**config.mk**
```make
export PLATFORM = sky130hd
export DESIGN_NAME = adc_scan_ctrl
export DESIGN_NICKNAME = d
export VERILOG_FILES = /design/src/rtl/adc_seq_pkg.sv /design/src/rtl/adc_trig_sync.sv /design/src/rtl/adc_ctrl_reg.sv /design/src/rtl/adc_scan_fsm.sv /design/src/rtl/adc_scan_ctrl.sv
export SDC_FILE = /design/constraint.sdc
export NUM_CORES = 1
export LEC_CHECK = 0
export BUFFER_PORTS_ARGS = -buffer_cell sky130_fd_sc_hd__buf_2
export CAP_MARGIN = 0
export CORE_UTILIZATION = 30
export CTS_CLUSTER_SIZE = 30
export DETAILED_ROUTE_END_ITERATION = 8
export SLEW_MARGIN = 10
export SYNTH_ARGS = -nofsm -noshare
export SYNTH_HDL_FRONTEND = slang
export SYNTH_SLANG_ARGS = --single-unit
```
**constraint.sdc**
```tcl
create_clock -name clk_i -period 2.6 [get_ports clk_i]
set_clock_uncertainty 0.15 [all_clocks]
set_input_delay 0.26 -clock clk_i [delete_from_list [all_inputs] [get_ports clk_i]]
set_output_delay 0.26 -clock clk_i [all_outputs]
set_load 0.03 [all_outputs]
```
**src/rtl/adc_seq_pkg.sv**
```systemverilog
package adc_seq_pkg;
  localparam int unsigned NUM_CH = 8;
  localparam int unsigned CH_W   = $clog2(NUM_CH);

  typedef struct packed {
    logic [CH_W-1:0] first_ch;
    logic            ext_en;
    logic            int_en;
    logic            pwr_up;
    logic            cont;
    logic            run;
  } ctrl_t;

  typedef enum logic [1:0] {
    ST_IDLE  = 2'd0,
    ST_ISSUE = 2'd1,
    ST_WAIT  = 2'd2
  } scan_st_e;
endpackage

```
**src/rtl/adc_trig_sync.sv**
```systemverilog
module adc_trig_sync #(
  parameter int unsigned STAGES = 2
) (
  input  logic clk_i,
  input  logic rst_ni,
  input  logic pin_ni,
  output logic fall_o
);
  logic [STAGES-1:0] sync_q;
  logic              prev_q;

  always_ff @(posedge clk_i or negedge rst_ni) begin
    if (!rst_ni) begin
      sync_q <= '1;
      prev_q <= 1'b1;
    end else begin
      sync_q <= {sync_q[STAGES-2:0], pin_ni};
      prev_q <= sync_q[STAGES-1];
    end
  end

  assign fall_o = prev_q & ~sync_q[STAGES-1];
endmodule

```
**src/rtl/adc_ctrl_reg.sv**
```systemverilog
module adc_ctrl_reg
  import adc_seq_pkg::*;
(
  input  logic       clk_i,
  input  logic       rst_ni,
  input  logic       wr_en_i,
  input  logic [7:0] wr_data_i,
  input  logic       trig_set_i,
  input  logic       hw_clr_i,
  output ctrl_t      ctrl_o
);
  ctrl_t ctrl_q;

  // write wins over trigger and hardware clear
  always_ff @(posedge clk_i or negedge rst_ni) begin
    if (!rst_ni) begin
      ctrl_q <= '0;
    end else if (wr_en_i) begin
      ctrl_q <= ctrl_t'(wr_data_i);
    end else if (hw_clr_i) begin
      ctrl_q.run <= 1'b0;
    end else if (trig_set_i) begin
      ctrl_q.run <= 1'b1;
    end
  end

  assign ctrl_o = ctrl_q;
endmodule

```
**src/rtl/adc_scan_fsm.sv**
```systemverilog
module adc_scan_fsm
  import adc_seq_pkg::*;
(
  input  logic            clk_i,
  input  logic            rst_ni,
  input  logic            abort_i,
  input  logic [CH_W-1:0] first_ch_i,
  input  logic            run_i,
  input  logic            pwr_i,
  input  logic            cont_i,
  input  logic            done_i,
  output logic            start_o,
  output logic [CH_W-1:0] ch_o,
  output logic            eos_o,
  output logic            hw_clr_o
);
  localparam logic [CH_W-1:0] LAST_CH = CH_W'(NUM_CH - 1);

  scan_st_e        st_q;
  logic [CH_W-1:0] ch_q;
  logic            eos_q;
  logic            last_done;

  assign last_done = (st_q == ST_WAIT) && done_i && (ch_q == LAST_CH) && !abort_i;

  always_ff @(posedge clk_i or negedge rst_ni) begin
    if (!rst_ni) begin
      st_q  <= ST_IDLE;
      ch_q  <= '0;
      eos_q <= 1'b0;
    end else begin
      eos_q <= last_done;
      if (abort_i) begin
        st_q <= ST_IDLE;
        ch_q <= '0;
      end else begin
        unique case (st_q)
          ST_IDLE: if (run_i && pwr_i) begin
            ch_q <= first_ch_i;
            st_q <= ST_ISSUE;
          end
          ST_ISSUE: st_q <= ST_WAIT;
          ST_WAIT: if (done_i) begin
            if (ch_q == LAST_CH) begin
              if (cont_i) begin
                ch_q <= first_ch_i;
                st_q <= ST_ISSUE;
              end else begin
                st_q <= ST_IDLE;
              end
            end else begin
              ch_q <= ch_q + 1'b1;
              st_q <= ST_ISSUE;
            end
          end
          default: st_q <= ST_IDLE;
        endcase
      end
    end
  end

  assign start_o  = (st_q == ST_ISSUE);
  assign ch_o     = ch_q;
  assign eos_o    = eos_q;
  assign hw_clr_o = last_done && !cont_i;
endmodule

```
**src/rtl/adc_scan_ctrl.sv**
```systemverilog
module adc_scan_ctrl
  import adc_seq_pkg::*;
#(
  parameter int unsigned SYNC_STAGES = 2
) (
  input  logic            clk_i,
  input  logic            rst_ni,
  input  logic            wr_en_i,
  input  logic [7:0]      wr_data_i,
  output logic [7:0]      rd_data_o,
  input  logic            ext_trig_ni,
  input  logic            int_evt_i,
  output logic            conv_start_o,
  input  logic            conv_done_i,
  output logic [CH_W-1:0] conv_ch_o,
  output logic            eos_o
);
  ctrl_t ctrl;
  logic  ext_fall, trig_set, hw_clr;

  adc_trig_sync #(.STAGES(SYNC_STAGES)) u_sync (
    .clk_i (clk_i),
    .rst_ni(rst_ni),
    .pin_ni(ext_trig_ni),
    .fall_o(ext_fall)
  );

  // qualified sources are ORed; no trigger while powered down
  assign trig_set = ctrl.pwr_up &
                    ((ctrl.ext_en & ext_fall) | (ctrl.int_en & int_evt_i));

  adc_ctrl_reg u_reg (
    .clk_i     (clk_i),
    .rst_ni    (rst_ni),
    .wr_en_i   (wr_en_i),
    .wr_data_i (wr_data_i),
    .trig_set_i(trig_set),
    .hw_clr_i  (hw_clr),
    .ctrl_o    (ctrl)
  );

  adc_scan_fsm u_fsm (
    .clk_i     (clk_i),
    .rst_ni    (rst_ni),
    .abort_i   (wr_en_i),
    .first_ch_i(ctrl.first_ch),
    .run_i     (ctrl.run),
    .pwr_i     (ctrl.pwr_up),
    .cont_i    (ctrl.cont),
    .done_i    (conv_done_i),
    .start_o   (conv_start_o),
    .ch_o      (conv_ch_o),
    .eos_o     (eos_o),
    .hw_clr_o  (hw_clr)
  );

  assign rd_data_o = ctrl;
endmodule

```
==> run metrics <==
share of cells above drive strength 1 between 40 and 50%; P_leak approximately 0.00048 µW; 1st-iter DRT viols 8; # IOs 27; GPL Wtd Cong between 0.7 and 0.8; die footprint around 2800 µm²; pwr dens a little over 600 nW/µm²; Fin Hold WS between 20 and 30 ps; synth warn 0; Final Hold Vio Count 0; CTS resizes 0; cell area after synthesis just under 800 µm²; routed vias 571; syn_area_per_cell between 10 and 15 µm²; Layout area overhead 23.36%; starting density of the core 31.57%; first-pass GRT wire length between 2000 and 2500 µm; drt drc 0; fin crit period between 1500 and 2000 ps; die width 53.06 µm; global route total overflow 0; vias in the first global route 513; max_cap viols 0; register area between 400 and 500 µm²; Setup CP Type reg -> reg; worst hold path type in -> reg; Slew HR between 70% and 80%; die height 53.06 µm; worst path arrival time about 2000 ps; vias per cell 4.680; DR pass1 iterations 4; clk_lat worst skew between 200 and 300 ps; Synth Net Count 81; Core Area 2477 µm²; Max Freq between 500 and 600 MHz; unrepaired setup endpoints after global routing no; ant diodes 0; port buffer count 26; Syn Inst Count between 60 and 70; final period utilization 74.67%; worst slew pin tran approximately 370 ps; final wirelength between 1500 and 2000 µm; Clock transition at path regs ~100 ps; max-slew violation count 0; Final TNS setup 0 ps; number of H-tree levels 1; overall routing resource usage 12.39%; Setup crit start kind flop; hpwl dp 1146 µm; Final nets ~110; root buffer cell clkbuf_4; Crit Path Max Fanout 4; element type at the critical path end flop; CTS Buffer Depth 2; initial antenna violation count 0; multi-input logic area roughly 310 µm²; synthesis-stage register bit count 17; # placed instances between 100 and 150; CTS tree done; Req. time, crit path ~2600 ps; Non-Filler Instances between 100 and 150; routed length per instance 12.43 µm; largest net degree at the start of global routing 19; VDD IR max 0.3795 mV; Detail Route Antenna Nets 0; row count 18; final-layout fill cell count around 270; clock sink count 17; Post CTS Setup Buffer Count 0; Seq/Total Area, Yosys between 50% and 60%; Final Setup Violations 0; outcome finished, final reports clean; TritonCTS Buffers 3; count of cell types in the netlist 22
routing by layer:
metal	up-vias	share of wire, %	track usage [%]
li1	278	-	-
met1	269	44	14.59
met2	22	48	18.99
met3	2	7.3	6.034
met4	0	0.99	5.263
met5	-	0	0
sequential cells by signal, indices dropped and copies added, names as in the netlist:
register       cells
u_reg.ctrl_o       8
u_fsm.eos_o        1
u_sync.prev_q      1
u_fsm.ch_o         3
u_fsm.st_q         2
u_sync.sync_q      2
cells in the mapped netlist:
| master | instances | area share (%) |
|---|---|---|
| nand2b_1 | 1 | 0.80 |
| nand3b_1 | 2 | 1.9 |
| a21oi_1 | 1 | 0.64 |
| buf_4 | 3 | 2.9 |
| dfrtp_1 | 14 | 45 |
| nor3b_1 | 2 | 1.9 |
| nand2_1 | 4 | 1.9 |
| dfstp_2 | 3 | 10 |
| mux2_1 | 2 | 2.9 |
| mux2i_1 | 4 | 5.1 |
| a22oi_1 | 1 | 0.96 |
| a32o_1 | 1 | 1.3 |
| ha_1 | 2 | 3.2 |
| o22ai_1 | 1 | 0.80 |
| nor2_1 | 8 | 3.8 |
| mux2_2 | 6 | 8.6 |
| o21ai_0 | 2 | 1.3 |
| a311oi_2 | 1 | 1.9 |
| nor2b_1 | 1 | 0.80 |
| nor3b_2 | 1 | 1.6 |
| buf_2 | 2 | 1.3 |
| inv_1 | 3 | 1.4 |
critical path, cell delays in order (launching register included):
cell and delay [ps]:
dfrtp_1 420, ha_1 210, ha_1 200, nor3b_2 310
mux2i_1 220, nor2_1 50, mux2_1 280
final timing paths:
| check | start | to | slack, ps | depth (start not counted) |
|---|---|---|---|---|
| worst max-delay path | u_fsm.ch_o[0] | u_fsm.ch_o[1] | 660 | 6 |
| worst min-delay path | wr_data_i[1] | u_reg.ctrl_o[1] | 30 | 3 |
| worst max register to register | u_fsm.ch_o[0] | u_fsm.ch_o[1] | 660 | 6 |
| worst min register to register | u_sync.sync_q[0] | u_sync.sync_q[1] | 210 | 0 |
| max in group asynchronous | rst_ni | u_sync.sync_q[0] | 1740 | 2 |
| min in group asynchronous | rst_ni | u_reg.ctrl_o[2] | 250 | 2 |
layout by cell type (no fill, tap or decap), types with 3 or more instances in the layout:
| cell | netlist | final |
|---|---|---|
| mux2i_1 | 4 | 4 |
| clkbuf_4 | 0 | 3 |
| buf_2 | 2 | 26 |
| dfstp_2 | 3 | 3 |
| inv_1 | 3 | 3 |
| mux2_2 | 6 | 6 |
| nor2_1 | 8 | 8 |
| nand2_1 | 4 | 4 |
| dfrtp_1 | 14 | 14 |
cell type report:
type	instances	share of cell area, %
well taps	30	3.891
clock inverters	1	0.5188
inverters	3	1.167
repair buffers	28	15.56
multi-input cells	40	32.04
flip-flops and latches	17	44.49
clock buffers	3	2.335
where the power goes:
group / leakage [µW] / switching (µW) / internal, µW
logic: 0.000253 / 83.9 / 54.2
registers: 0.000206 / 23.2 / 291
clock network: 0.0000177 / 83.1 / 57.3
total: 0.000477 / 190 / 402
cells by family after synthesis:
kind of cell | after synthesis | share of synthesized area, %
buf+inv | 8 | 5.600
compound gates | 7 | 6.880
simple gates | 19 | 12.80
fa+ha+maj | 2 | 3.199
mux | 12 | 16.64
flops | 17 | 54.88
timing repair:
item                       in CTS  in global routing
hold endpoints to repair       15                  0
setup endpoints to repair       0                  0
hold buffers                    2                  0
per-stage QoR:
stage | worst slack [ps] | power, µW | instance area (µm²) | util, %
6_report | 658.7 | 592.4 | 964.7 | 38.94
5_1_grt | 546.2 | 627.8 | 964.7 | 38.94
4_1_cts | 658.0 | 607.2 | 964.7 | 38.94
3_5_place_dp | 670.5 | 457.5 | 917.1 | 37.02
2_1_floorplan | 596.7 | 415.9 | 782.0 | -
3_3_place_gp | 686.9 | 454.6 | 917.1 | 37.02
No activity file was read; power rests on OpenSTA's default activity.
